$ cat config.mk
export PLATFORM = sky130hd
export DESIGN_NAME = flash_icache
export DESIGN_NICKNAME = d
export VERILOG_FILES = /design/src/rtl/icache_pkg.sv /design/src/rtl/icache_ctl_reg.sv /design/src/rtl/icache_line.sv /design/src/rtl/icache_fill_engine.sv /design/src/rtl/flash_icache.sv
export SDC_FILE = /design/constraint.sdc
export NUM_CORES = 1
export LEC_CHECK = 0
export BUFFER_PORTS_ARGS = -buffer_cell sky130_fd_sc_hd__buf_2
export CORE_UTILIZATION = 52
export CTS_CLUSTER_SIZE = 30
export DETAILED_ROUTE_END_ITERATION = 10
export PLACE_DENSITY = 0.76
export SYNTH_ARGS = -nofsm -noshare
export SYNTH_HDL_FRONTEND = slang
export SYNTH_SLANG_ARGS = --single-unit
$ cat constraint.sdc
create_clock -name clk -period 2.9 [get_ports clk]
set_input_delay 0.58 -clock clk [delete_from_list [all_inputs] [get_ports clk]]
set_output_delay 0.58 -clock clk [all_outputs]
set_load 0.05 [all_outputs]
$ cat src/rtl/icache_pkg.sv
// Shared types and control-bit positions for the flash instruction cache.
// Assumes: nothing beyond IEEE 1800-2017.
package icache_pkg;
    // Bit positions in the control register; software depends on them.
    localparam int CTL_CACHE_OFF_BIT = 1;
    localparam int CTL_PF_OFF_BIT    = 0;

    // Flash sequencer state.
    typedef enum logic {
        ENG_IDLE = 1'b0,
        ENG_WAIT = 1'b1
    } eng_state_t;
endpackage

$ cat src/rtl/icache_ctl_reg.sv
// Control register: holds cache-off and read-ahead-off, and produces an
// invalidate pulse on any write with cache-off set.
// Assumes: single-cycle write strobe; unused bits read zero.
module icache_ctl_reg
    import icache_pkg::*;
(
    input  logic       clk,
    input  logic       rst_n,
    input  logic       wr,
    input  logic [7:0] wdata,
    output logic       cache_off,
    output logic       pf_off,
    output logic       inval,
    output logic [7:0] rdata
);
    logic unused_wdata_hi;

    // Store the two mode bits.
    always_ff @(posedge clk) begin
        if (!rst_n) begin
            cache_off <= 1'b0;
            pf_off    <= 1'b0;
        end else if (wr) begin
            cache_off <= wdata[CTL_CACHE_OFF_BIT];
            pf_off    <= wdata[CTL_PF_OFF_BIT];
        end
    end

    // Invalidate whenever cache-off is written as one.
    assign inval = wr && wdata[CTL_CACHE_OFF_BIT];

    // Read view with unused bits forced to zero.
    always_comb begin
        rdata                    = '0;
        rdata[CTL_CACHE_OFF_BIT] = cache_off;
        rdata[CTL_PF_OFF_BIT]    = pf_off;
    end

    assign unused_wdata_hi = ^wdata[7:2];
endmodule

$ cat src/rtl/icache_line.sv
// One cache line: tag of upper address bits, a valid bit per byte and the
// byte storage. A write to a different tag retags the line and keeps only
// the written byte valid.
// Assumes: LINE_BYTES is a power of two, at least 2.
module icache_line #(
    parameter int ADDR_W     = 12,
    parameter int LINE_BYTES = 4
) (
    input  logic                  clk,
    input  logic                  rst_n,
    input  logic                  inval,
    input  logic [ADDR_W-1:0]     look_addr,
    output logic                  hit,
    output logic [7:0]            rd_byte,
    input  logic                  wr_en,
    input  logic [ADDR_W-1:0]     wr_addr,
    input  logic [7:0]            wr_data,
    output logic [LINE_BYTES-1:0] valid
);
    localparam int OFF_W = $clog2(LINE_BYTES);
    localparam int TAG_W = ADDR_W - OFF_W;

    logic [TAG_W-1:0] tag;
    logic [7:0]       bytes [LINE_BYTES];

    logic [TAG_W-1:0] look_tag, wr_tag;
    logic [OFF_W-1:0] look_off, wr_off;

    assign look_tag = look_addr[ADDR_W-1:OFF_W];
    assign look_off = look_addr[OFF_W-1:0];
    assign wr_tag   = wr_addr[ADDR_W-1:OFF_W];
    assign wr_off   = wr_addr[OFF_W-1:0];

    // Tag and valid bookkeeping; invalidate wins over a fill.
    always_ff @(posedge clk) begin
        if (!rst_n) begin
            tag   <= '0;
            valid <= '0;
        end else if (inval) begin
            valid <= '0;
        end else if (wr_en) begin
            if (wr_tag != tag) begin
                tag   <= wr_tag;
                valid <= LINE_BYTES'(1) << wr_off;
            end else begin
                valid[wr_off] <= 1'b1;
            end
        end
    end

    // Byte storage, one register per position.
    for (genvar i = 0; i < LINE_BYTES; i++) begin : g_byte
        always_ff @(posedge clk) begin
            if (!rst_n)
                bytes[i] <= '0;
            else if (wr_en && wr_off == OFF_W'(i))
                bytes[i] <= wr_data;
        end
    end

    // Lookup: tag match plus the byte's own valid bit.
    assign hit     = (look_tag == tag) && valid[look_off];
    assign rd_byte = bytes[look_off];
endmodule

$ cat src/rtl/icache_fill_engine.sv
// Flash sequencer: issues one read at a time, waits the fixed latency,
// captures the byte, and runs read-ahead. Demand misses outrank
// read-ahead; issuing a demand drops read-ahead not yet started.
// Assumes: flash data is valid exactly FLASH_LAT cycles after fl_rd.
module icache_fill_engine
    import icache_pkg::*;
#(
    parameter int ADDR_W    = 12,
    parameter int FLASH_LAT = 2,
    parameter int PF_BYTES  = 2
) (
    input  logic              clk,
    input  logic              rst_n,
    input  logic              cpu_req,
    input  logic [ADDR_W-1:0] cpu_addr,
    input  logic              hit_ok,
    input  logic              pf_en,
    input  logic              pf_trigger,
    output logic              fl_rd,
    output logic [ADDR_W-1:0] fl_addr,
    input  logic [7:0]        fl_rdata,
    output logic              cap_valid,
    output logic [ADDR_W-1:0] cap_addr,
    output logic [7:0]        cap_data,
    output logic              done,
    output logic [7:0]        held
);
    localparam int CNT_W  = $clog2(FLASH_LAT + 1);
    localparam int LEFT_W = $clog2(PF_BYTES + 1);

    eng_state_t        state;
    logic [CNT_W-1:0]  cnt;
    logic [ADDR_W-1:0] cur_addr;
    logic              cur_demand;
    logic [ADDR_W-1:0] pf_addr;
    logic [LEFT_W-1:0] pf_left;
    logic              want_demand, issue_d, issue_p;

    // Choose what to send to flash this cycle.
    assign want_demand = cpu_req && !hit_ok && !done;
    assign issue_d     = (state == ENG_IDLE) && want_demand;
    assign issue_p     = (state == ENG_IDLE) && !want_demand && pf_en && (pf_left != '0);
    assign fl_rd       = issue_d || issue_p;
    assign fl_addr     = issue_d ? cpu_addr : pf_addr;

    // Capture point: final cycle of the latency window.
    assign cap_valid = (state == ENG_WAIT) && (cnt == '0);
    assign cap_addr  = cur_addr;
    assign cap_data  = fl_rdata;

    // Sequencer: idle, then count down the flash latency.
    always_ff @(posedge clk) begin
        if (!rst_n) begin
            state      <= ENG_IDLE;
            cnt        <= '0;
            cur_addr   <= '0;
            cur_demand <= 1'b0;
            done       <= 1'b0;
            held       <= '0;
        end else begin
            done <= 1'b0;
            case (state)
                ENG_IDLE: begin
                    if (fl_rd) begin
                        state      <= ENG_WAIT;
                        cnt        <= CNT_W'(FLASH_LAT - 1);
                        cur_addr   <= fl_addr;
                        cur_demand <= issue_d;
                    end
                end
                default: begin
                    if (cnt == '0) begin
                        state <= ENG_IDLE;
                        held  <= fl_rdata;
                        done  <= cur_demand;
                    end else begin
                        cnt <= cnt - CNT_W'(1);
                    end
                end
            endcase
        end
    end

    // Read-ahead bookkeeping: arm, advance, or abandon.
    always_ff @(posedge clk) begin
        if (!rst_n) begin
            pf_addr <= '0;
            pf_left <= '0;
        end else if (!pf_en) begin
            pf_left <= '0;
        end else if (pf_trigger) begin
            pf_addr <= cpu_addr + ADDR_W'(1);
            pf_left <= LEFT_W'(PF_BYTES);
        end else if (issue_d) begin
            pf_left <= '0;
        end else if (issue_p) begin
            pf_addr <= pf_addr + ADDR_W'(1);
            pf_left <= pf_left - LEFT_W'(1);
        end
    end
endmodule

$ cat src/rtl/flash_icache.sv
// Top of the flash instruction cache: control register, one line buffer,
// and the flash sequencer. Hits answer combinationally; misses return one
// cycle after the flash byte lands.
// Assumes: the processor holds cpu_req and cpu_addr until cpu_ready.
module flash_icache
    import icache_pkg::*;
#(
    parameter int ADDR_W     = 12,
    parameter int LINE_BYTES = 4,
    parameter int FLASH_LAT  = 2,
    parameter int PF_BYTES   = 2
) (
    input  logic              clk,
    input  logic              rst_n,
    input  logic              cfg_wr,
    input  logic [7:0]        cfg_wdata,
    output logic [7:0]        cfg_rdata,
    input  logic              cpu_req,
    input  logic [ADDR_W-1:0] cpu_addr,
    output logic              cpu_ready,
    output logic [7:0]        cpu_data,
    output logic              fl_rd,
    output logic [ADDR_W-1:0] fl_addr,
    input  logic [7:0]        fl_rdata
);
    localparam int OFF_W = $clog2(LINE_BYTES);

    logic                  cache_off, pf_off, inval;
    logic                  hit, hit_ok, pf_en, pf_trigger;
    logic [7:0]            line_byte;
    logic [LINE_BYTES-1:0] line_valid;
    logic                  cap_valid, done;
    logic [ADDR_W-1:0]     cap_addr;
    logic [7:0]            cap_data, held;

    icache_ctl_reg u_ctl (
        .clk(clk), .rst_n(rst_n), .wr(cfg_wr), .wdata(cfg_wdata),
        .cache_off(cache_off), .pf_off(pf_off), .inval(inval), .rdata(cfg_rdata)
    );

    icache_line #(.ADDR_W(ADDR_W), .LINE_BYTES(LINE_BYTES)) u_line (
        .clk(clk), .rst_n(rst_n), .inval(inval),
        .look_addr(cpu_addr), .hit(hit), .rd_byte(line_byte),
        .wr_en(cap_valid && !cache_off), .wr_addr(cap_addr), .wr_data(cap_data),
        .valid(line_valid)
    );

    icache_fill_engine #(.ADDR_W(ADDR_W), .FLASH_LAT(FLASH_LAT), .PF_BYTES(PF_BYTES)) u_eng (
        .clk(clk), .rst_n(rst_n), .cpu_req(cpu_req), .cpu_addr(cpu_addr),
        .hit_ok(hit_ok), .pf_en(pf_en), .pf_trigger(pf_trigger),
        .fl_rd(fl_rd), .fl_addr(fl_addr), .fl_rdata(fl_rdata),
        .cap_valid(cap_valid), .cap_addr(cap_addr), .cap_data(cap_data),
        .done(done), .held(held)
    );

    // Processor-side handshake and read-ahead trigger.
    assign hit_ok     = hit && !cache_off;
    assign pf_en      = !cache_off && !pf_off;
    assign cpu_ready  = cpu_req && (done || hit_ok);
    assign cpu_data   = done ? held : line_byte;
    assign pf_trigger = cpu_ready && pf_en &&
                        (cpu_addr[OFF_W-1:0] == OFF_W'(LINE_BYTES - 1));
endmodule


# Word-level counts from Yosys, hierarchy flattened
# Memory sizes are Yosys's and may differ from the RTL's.
# Cells that the tools add are included.
# W data, S select, Z words.
[word_totals]
mem_bits_rw = 32
inputBits = 32
output_inout_bits = 30
memories = 1
regBits = 55
[op_classes]
reduce_logical = 42
magnitude_cmp = 3
bitwise_logic = 9
n_addsub = 4
n_mux = 36
shifts = 1
eq_ne = 8
[mem_list]
columns = ["name", "depth", "width", "rd", "rd_ports_with_merged_regs", "write_ports", "line", "source"]
rows = [
  ["u_line.bytes", 4, 8, 1, 0, 4, "icache_line.sv:24", "logic [7:0] bytes [LINE_BYTES];"],
]
[op_table]
columns = ["op", "count"]
rows = [
  ["$mux W12", 4],
  ["$mux W8", 5],
  ["$add A12 B1 Y12 const B", 2],
  ["$logic_and A1 B1 Y1", 20],
  ["$mux W1", 18],
  ["$mux W2", 6],
  ["$eq A10 B10 Y1", 1],
  ["$ne A10 B10 Y1", 1],
  ["$reduce_and A3 Y1", 3],
  ["$reduce_and A2 Y1", 4],
  ["$eq A2 B2 Y1 const B", 3],
  ["$lt A2 B3 Y1 const B", 2],
  ["$reduce_bool A2 Y1", 3],
  ["$logic_not A1 Y1", 5],
  ["$logic_not A2 Y1", 2],
  ["$mux W4", 1],
  ["$ne A2 B2 Y1 const B", 2],
  ["$not A1 Y1", 4],
  ["$or A1 B1 Y1", 4],
  ["$or A4 B4 Y4", 1],
  ["$reduce_or A4 Y1", 1],
  ["$shl A1 B2 Y4 const A", 1],
  ["$sub A2 B1 Y2 const B", 2],
  ["$reduce_bool A3 Y1", 1],
  ["6 further kinds", 7],
]

# Longest topological paths before layout
# Gate-level depths: netlist (run 1).
[depth]
word_depth = 14
mapped_depth = 13
depth_no_buf = 12

# Hierarchy
# From an unflattened synthesis (run 1), not the netlist that was laid out.
[unflattened]
cells_unflattened = 468
area_unflattened_um2 = 4787.1
[modules_own_cells]
columns = ["mod", "instances", "cells_per_inst", "area_per_inst_um2"]
rows = [
  ["icache_fill_engine", 1, 253, 2269.7],
  ["icache_line", 1, 183, 2228.4],
  ["flash_icache", 1, 16, 146.4],
  ["icache_ctl_reg", 1, 16, 142.6],
]

# Worst setup path before layout (run 1)
# Ideal clock, no wire load.
[synth_timing]
kind = "input port to flip-flop"
start = "in cpu_addr[9]"
end = "reg u_eng.pf_addr[8]"
path_buffers = 1
t_required_ps = 2780
arrival_time_ps = 2860
path_stages = 13
path_slack_ps = -80
cell_sequence = "xor2_1 -> nor4_2 -> a41oi_2 -> nand2b_1 -> buf_2 -> nand2b_1 -> ha_1 -> and3_1 -> and3_1 -> nand3_1 -> a21oi_1 -> nor2b_1 -> o31a_1"
[synth_via]
elab_chain_cells = 12
elab_cells_between_ends = 19
cone_classes = "eq/ne: 2; mux: 1; reduce/logical: 16"
[synth_lines]
columns = ["element", "line", "source"]
rows = [
  ["start: declaration", "flash_icache.sv:19", "input logic [ADDR_W-1:0] cpu_addr,"],
  ["$eq A10 B10 Y1 (*)", "icache_line.sv:62", "assign hit = (look_tag == tag) && valid[look_off];"],
  ["$logic_and A1 B1 Y1 (*)", "icache_line.sv:62", ""],
  ["$logic_and A1 B1 Y1 (*)", "flash_icache.sv:57", "assign hit_ok = hit && !cache_off;"],
  ["$logic_not A1 Y1", "icache_fill_engine.sv:40", "assign want_demand = cpu_req && !hit_ok && !done;"],
  ["$logic_and A1 B1 Y1 (2 in a row)", "icache_fill_engine.sv:40", ""],
  ["$logic_not A1 Y1", "icache_fill_engine.sv:42", "assign issue_p = (state == ENG_IDLE) && !want_demand && pf_en && (pf_left != '0);"],
  ["$logic_and A1 B1 Y1 (3 in a row)", "icache_fill_engine.sv:42", ""],
  ["$reduce_bool A2 Y1 (no source line)", "n/a", ""],
  ["$reduce_and A3 Y1 (no source line)", "n/a", ""],
  ["end signal: assignment", "icache_fill_engine.sv:92", "pf_addr <= cpu_addr + ADDR_W'(1);"],
  ["end signal: assignment", "icache_fill_engine.sv:97", "pf_addr <= pf_addr + ADDR_W'(1);"],
  ["end: declaration", "icache_fill_engine.sv:35", "logic [ADDR_W-1:0] pf_addr;"],
]
# Every way passes the cells marked *; elsewhere a longest branch is shown, timed or not.
# A chain may end at the register's enable or synchronous reset.

# Final worst setup path (run 1)
[layout_timing]
start = "reg u_line.valid[3]"
end = "out fl_addr[11]"
[layout_via]
elab_chain_cells = 9
[layout_lines]
columns = ["element", "line", "source"]
rows = [
  ["start: declaration", "icache_line.sv:18", "output logic [LINE_BYTES-1:0] valid"],
  ["start signal: assignment", "icache_line.sv:44", "valid <= LINE_BYTES'(1) << wr_off;"],
  ["$bmux W1 S2", "icache_line.sv:62", ""],
  ["$mux W1 (implied by the code)", "icache_line.sv:62", ""],
  ["$logic_and A1 B1 Y1", "icache_line.sv:62", ""],
  ["$logic_and A1 B1 Y1", "flash_icache.sv:57", ""],
  ["$logic_not A1 Y1", "icache_fill_engine.sv:40", ""],
  ["$logic_and A1 B1 Y1 (2 in a row)", "icache_fill_engine.sv:40", ""],
  ["$logic_and A1 B1 Y1", "icache_fill_engine.sv:41", "assign issue_d = (state == ENG_IDLE) && want_demand;"],
  ["$mux W12", "icache_fill_engine.sv:44", "assign fl_addr = issue_d ? cpu_addr : pf_addr;"],
  ["end: declaration", "flash_icache.sv:23", "output logic [ADDR_W-1:0] fl_addr,"],
]
# No other way between the ends. The select of a mux whose other input is x is not followed.

==> metrics, run 1 <==
Core Util, Final 0.6543; Slew Viols, Final 0; die area 8891 um^2; Layout area overhead 21.38%; DIE WIDTH 94.29 um; DRC 0; I/O Buffers 49; Vias/cell 5.652; fill cell count 619; worst min-delay path class input pin to register; CTS tree done; CP max FO 6; total power 2.746 mW; clk slew on worst S/H paths 0.09 ns; number of synthesized flops with an enable pin 32; XOR/XNOR Fraction of Synth Area 0.05141; Place WS -0.07137 ns; Leak 2.374 nW; Final Net Count 542; arrival time at the worst endpoint 2.34 ns; Post-Synth Simple-Gate Area 0.2031; vias 3487; Final Cycle Share 1.007; largest net degree at the start of global routing 28; Antenna Cells 0; CTS root buf clkbuf_8; Distinct cells, synth 48; sequential fraction of the synthesis area 0.4655; FMAX 0.3423 GHz; Post-synth ARST share 0; Slew headroom 0.5733; post-synthesis mux area share 0.1554; commonest cells after routing, fill and taps aside dfxtp_1, nand2_1, nor2_1; failing checks setup timing; area share of fa/ha/maj cells after synthesis 0.008475; post-route ant nets 0; global-route wire length before repair 16.62 mm; row cnt 33; Synth Area in Compound Gates 0.07260; fin worst setup slack -0.02160 ns; hold slack 0.4581 ns; H-tree Lvls 3; core area 8217 um^2; RSZ-0062 raised after global routing yes; GRT Residual Overflow 0; Setup crit start kind register; clock latency at the later pin of the worst-skew pair 0.36 ns; Routed WL 10.48 mm; layout cells sized above 1 0.2910; register bit total from synthesis 87; Starting Density 0.5391; Mapped Avg Cell Area 10.28 um^2; post-DP HPWL 7.189 mm; Yosys top cell area share 0.2486; clock tree buffer depth 2; Final setup viols 4; vias in the first global route 3307; Max VDD drop 0.0002936 V; biggest area consumer among synthesized cells dfxtp_1; total of max-cap violations 0; warnings from Yosys 0; Critical Path End Type primary output; top post-synthesis cells by area dfxtp_1, edfxtp_1, mux2i_1; total CTS buffers 9; min Tclk post-route 2.922 ns; Synth Flop Type dfxtp_1; IO Pins 62; DRT Pass-1 Iters 5; largest family of logic cells by synthesized area simple AND/OR/NAND/NOR gates; Tot GR Track Use 0.2524; height of the die 94.29 um; status finished with violations; WL per Instance 16.98 um; cell area after synthesis 4429 um^2; Final Hold Violating Endpoints 0; Critical Path RT 2.32 ns; clk_skew 0.01541 ns; initial antenna violation count 0; DR iter-0 viols 275; Setup TNS -0.04181 ns; clock sink count 87; PD cells 510.8 nW/um^2; CP Class register to primary output; GPL Wtd Cong 0.8074; leading cell type in the layout, fill and taps excluded dfxtp_1; slew at the pin closest to its max-slew limit 0.6377 ns; cells after synthesis 431
==> metrics by stage <==
| step | instance area, um^2 | cells |
|---|---|---|
| global placement | 4931 | 597 |
| finish | 5376 | 617 |
| floorplan | 4458 | 436 |
| detailed placement | 4931 | 597 |
| global route | 5376 | 617 |
| CTS | 5343 | 616 |
==> final timing paths <==
| check | startpoint | endpoint | slack [ns] | cells after the start |
|---|---|---|---|---|
| max | u_line.valid[3] | fl_addr[11] | -0.02 | 6 |
| max reg2reg | u_line.tag[8] | u_eng.pf_addr[10] | 0.21 | 13 |
| min reg2reg | u_eng.held[2] | u_eng.held[2] | 0.46 | 2 |
| min | cfg_wdata[0] | u_ctl.pf_off | 0.46 | 3 |
==> sequential cells by signal, summed over array words and instances, names as in the netlist <==
name,count
u_ctl.cache_off,1
u_ctl.pf_off,1
u_eng.cap_addr,12
u_eng.cnt,2
u_eng.cur_demand,1
u_eng.done,1
u_eng.held,8
u_eng.pf_addr,12
u_eng.pf_left,2
u_eng.state,1
u_line.bytes,32
u_line.tag,10
u_line.valid,4
==> per-layer routing <==
metal  wire [um]  vias up  GRT usage
met5           0        -          0
met4         232        0     0.1013
met3         674       23    0.06230
met2        4846      110     0.3919
met1        4723     1678     0.3356
li1            -     1676          -
==> cells in the mapped netlist, types with 2 or more instances <==
library cell / n
dfxtp_1: 55
nand2_1: 40
nor2_1: 38
edfxtp_1: 32
mux2i_1: 26
and3_1: 25
a21oi_1: 22
and2_1: 18
mux2_2: 16
xor2_1: 15
clkbuf_1: 11
nand3_1: 11
xnor2_1: 11
buf_4: 9
mux4_2: 9
nand2b_1: 8
o21ai_0: 8
nor2b_1: 7
nor3_1: 7
inv_1: 6
a31oi_1: 5
nand4_1: 5
buf_2: 4
mux2_1: 4
buf_6: 3
ha_1: 3
o211a_1: 3
o31a_1: 3
or3_1: 3
a211oi_1: 2
nor3b_1: 2
nor4_1: 2
nor4_2: 2
or2_2: 2
==> power breakdown <==
group / leakage, nW / internal [mW] / switching [mW] / total [mW]
registers: 0.781 / 1.30 / 0.0210 / 1.32
clock network: 0.115 / 0.504 / 0.479 / 0.983
logic: 1.48 / 0.170 / 0.269 / 0.438
==> critical path, cell delays in order (launching register included) <==
cell     delay [ns]
dfxtp_2        0.33
mux4_2         0.50
a41oi_2        0.21
and3b_2        0.29
buf_6          0.16
mux2_4         0.34
buf_8          0.16
==> layout make-up <==
| cell class | count | area (um^2) | share of cell area |
|---|---|---|---|
| Clock buffer | 9 | 123.9 | 0.02304 |
| Clock inverter | 7 | 112.6 | 0.02094 |
| Inverter | 6 | 22.52 | 0.004189 |
| Multi-Input combinational cell | 315 | 2263 | 0.4210 |
| Sequential cell | 87 | 2071 | 0.3852 |
| Tap cell | 105 | 131.4 | 0.02444 |
| Timing Repair Buffer | 88 | 651.9 | 0.1212 |
==> cells by family (layout without fill, tap and decap cells) <==
family,count (synthesis),count (layout)
muxes,55,55
and+or+nand+nor,175,175
DFF,87,87
AOI/OAI and AO/OA,50,50
adders and majority gates,3,3
xor gates and xnor gates,26,26
other,1,6
buffers and inverters,34,110
==> what timing repair did <==
item	4_1_cts	5_1_grt
pin swaps	2	5
hold buffers	0	0
setup buffers	2	1
setup endpoints to repair	13	14
gates resized for setup	46	10
endpoints found under the hold margin	0	0
cloned	1	0
(Power assumes the default switching activity.)
==> run 2: changes to the inputs <==
--- a/config.mk
+++ b/config.mk
@@ -5,10 +5,12 @@
 export SDC_FILE = /design/constraint.sdc
 export NUM_CORES = 1
 export LEC_CHECK = 0
+export ABC_AREA = 1
 export BUFFER_PORTS_ARGS = -buffer_cell sky130_fd_sc_hd__buf_2
 export CORE_UTILIZATION = 52
 export CTS_CLUSTER_SIZE = 30
 export DETAILED_ROUTE_END_ITERATION = 10
+export GPL_TIMING_DRIVEN = 0
 export PLACE_DENSITY = 0.76
 export SYNTH_ARGS = -nofsm -noshare
 export SYNTH_HDL_FRONTEND = slang
==> run 2 against run 1 <==
Effect of this change:
- routed wire length grew 12%
- die area grew 2.4%
- critical path type is now input pin to primary output
- count of clock-buffer cells in the layout is the same
- critical path depth grew 7
- cell count grew 29%
- the flow now finishes without violations
==> metrics, run 2 <==
DRC 0 (unchanged); biggest area consumer among synthesized cells dfxtp_1; CP max FO 10 (+4); Routed WL 11.75 mm (+12%); met1 usage 0.3850 (+0.04939); DIE WIDTH 95.43 um (+1.2%); warnings from Yosys 0 (unchanged); worst min-delay path class input pin to register; top post-synthesis cells by area dfxtp_1, edfxtp_1, nand2_1; sequential fraction of the synthesis area 0.4542 (-0.01129); most common library cells after synthesis nand2_1, nor2_1, inv_1; CTS root buf clkbuf_8; PD cells 507.6 nW/um^2 (-0.62%); Place WS -0.1405 ns (-0.06915 ns); Starting Density 0.5443 (+0.005196); clock latency at the later pin of the worst-skew pair 0.37 ns (about the same); Slew Viols, Final 0 (unchanged); core area 8341 um^2 (+1.5%); reg2reg end u_eng.pf_addr[10]; CP peak stage delay 0.27 ns (-0.23 ns); Slew headroom 0.5880 (+0.01464); most common cell in the synthesized netlist nand2_1; Vias/cell 5.380 (-4.8%); CP max-delay cell buf_4; post-DP HPWL 8.510 mm (+18%); total power 2.657 mW (-3.2%); layout cells sized above 1 0.1710 (-0.1200); commonest cells after routing, fill and taps aside nand2_1, nor2_1, inv_1; R2R cell count 19 (+6); hold_buf cts 0 (unchanged); clock sink count 87 (unchanged); DRT Pass-1 Iters 5 (unchanged); die area 9107 um^2 (+2.4%); Critical Path End fl_addr[2]; gr busiest metal met2; I/O Buffers 47 (-4.1%); Final Net Count 720 (+33%); FMAX 0.3516 GHz (+2.7%); Post-synth ARST share 0 (unchanged); Setup crit start kind input pin; Max VDD drop 0.0002501 V (-15%); slew at the pin closest to its max-slew limit 0.6181 ns (-0.01961 ns); grt met2 use 0.4018 (+0.009878); fill cell count 751 (+21%); Synth Flop Type dfxtp_1; hold path cells 3 (unchanged); Final Hold Violating Endpoints 0 (unchanged); IO Pins 62 (unchanged); clk slew on worst S/H paths 0.09 ns (about the same); Critical Path RT 2.32 ns (about the same); Core Util, Final 0.6277 (-0.02667); total of max-cap violations 0 (unchanged); Most common cell on crit path nand2_1; hold slack 0.4403 ns (-0.01775 ns); Leak 2.406 nW (+1.3%); Setup TNS 0 ns (+0.04181 ns); Reg2Reg Setup Slack 0.45 ns (+0.24 ns); total CTS buffers 9 (unchanged); GRT Residual Overflow 0 (unchanged); fin worst setup slack 0.05568 ns (+0.07728 ns); number of synthesized flops with an enable pin 32 (unchanged); Final setup viols 0 (-4); post-route ant nets 0 (unchanged); Critical Path End Type primary output; GPL Wtd Cong 0.9670 (+20%); vias 4277 (+23%); CP startpoint cpu_addr[0]; worst reg2reg path startpoint u_line.tag[6]; GRT met3 Usage 0.04785 (-0.01445); cells after synthesis 621 (+44%); Biggest register u_line.bytes; Layout area overhead 15.33%; Distinct cells, synth 38 (-21%); initial antenna violation count 0 (unchanged); Antenna Cells 0 (unchanged); Mapped Avg Cell Area 7.310 um^2 (-29%); largest net degree at the start of global routing 17 (-39%); leading cell type in the layout, fill and taps excluded nand2_1; H-tree Lvls 3 (unchanged); min Tclk post-route 2.844 ns (-0.07728 ns); Final Cycle Share 0.9808 (-0.02665); register bit total from synthesis 87 (unchanged); cell area after synthesis 4539 um^2 (+2.5%); WL per Instance 14.78 um (-13%); height of the die 95.43 um (+1.2%); CP Class input pin to primary output; max reg flops 32 (unchanged); status finished clean; CTS tree done; area of the multi-input gates 2032 um^2 (-10%); row cnt 33 (unchanged); Tot GR Track Use 0.2714 (+0.01901); global-route wire length before repair 18.53 mm (+12%); arrival time at the worst endpoint 2.26 ns (-0.08 ns); CP Cell Sequence buf_2 -> buf_4 -> nand2_1 -> nand3_1 -> nand2_1 -> nor2_2 -> nand2_2 -> nand3_2 -> nor2_4 -> buf_6 -> nand2_1 -> o21ai_0 -> buf_4; clk_skew 0.01413 ns (-0.001272 ns); clock tree buffer depth 2 (unchanged); vias in the first global route 3861 (+17%); Yosys top cell area share 0.2426 (-0.006030); register area 2062 um^2 (-0.42%); DR iter-0 viols 365 (+33%)
run 2: cell count changes in the layout (fill, tap and decap cells not counted), sizes merged, moves of 9 or more:
cell / delta
nand2: +95
inv: +82
o21ai: +67
nor2: +61
mux2i: -26
and3: -25
buf: -20
mux2: -20
a21oi: +18
and2: -17
clkbuf: +10
xnor2: -10
xor2: -10
mux4: -9
run 2: metrics by stage:
step / cell area [um^2] / cells
4_1_cts: 5132 / 794
3_3_place_gp: 4925 / 778
3_5_place_dp: 4925 / 778
5_1_grt: 5235 / 795
2_1_floorplan: 4558 / 626
6_report: 5235 / 795
run 2: worst min-delay path by stage:
stage / slack, ns / end / from
2_1_floorplan: 0.42 / u_eng.done / u_eng.cur_demand
4_1_cts: 0.44 / u_ctl.pf_off / cfg_wdata[0]
6_report: 0.44 / u_ctl.pf_off / cfg_wdata[0]
3_3_place_gp: 0.43 / u_eng.done / u_eng.cur_demand
3_5_place_dp: 0.44 / u_eng.done / u_eng.cur_demand
5_1_grt: 0.48 / u_ctl.pf_off / cfg_wdata[0]
run 2: kinds of logic after synthesis:
kind of cell | share of synthesized area
buffers and inverters | 0.1119
other | 0.0008261
xor gates and xnor gates | 0.01158
AOI/OAI and AO/OA | 0.1527
adders and majority gates | 0.008270
DFF | 0.4542
and+or+nand+nor | 0.2605
run 2: timing repair:
action                     4_1_cts  5_1_grt
setup endpoints to repair       12       13
gates resized for setup         10       38
buffers inserted                 0        1
pin swaps                        0        1
run 2: critical path, delay by kind of cell:
family | cells | cell delay [ns]
buffers and inverters | 4 | 0.73
AOI/OAI and AO/OA | 1 | 0.14
and+or+nand+nor | 8 | 0.82
run 2: layer usage:
metal  vias up  share of wire
li1       2118              -
met1      1951           0.44
met2       179           0.45
met3        29          0.089
met4         0          0.020
met5         -              0
run 2: cell type report:
type,instances,share of cell area
buffer,30,0.03489
clock buffer,9,0.02366
clock inverter,7,0.01076
inverter,90,0.06501
multi-input combinational,419,0.3881
sequential,87,0.3939
tap,105,0.02510
timing repair buffer,48,0.05856
run 2: power breakdown:
| part | switching (mW) | leakage (nW) | internal [mW] |
|---|---|---|---|
| Sequential | 0.0365 | 0.780 | 1.33 |
| Combinational | 0.355 | 1.54 | 0.143 |
| Clock | 0.473 | 0.0838 | 0.319 |
| Total | 0.864 | 2.41 | 1.79 |
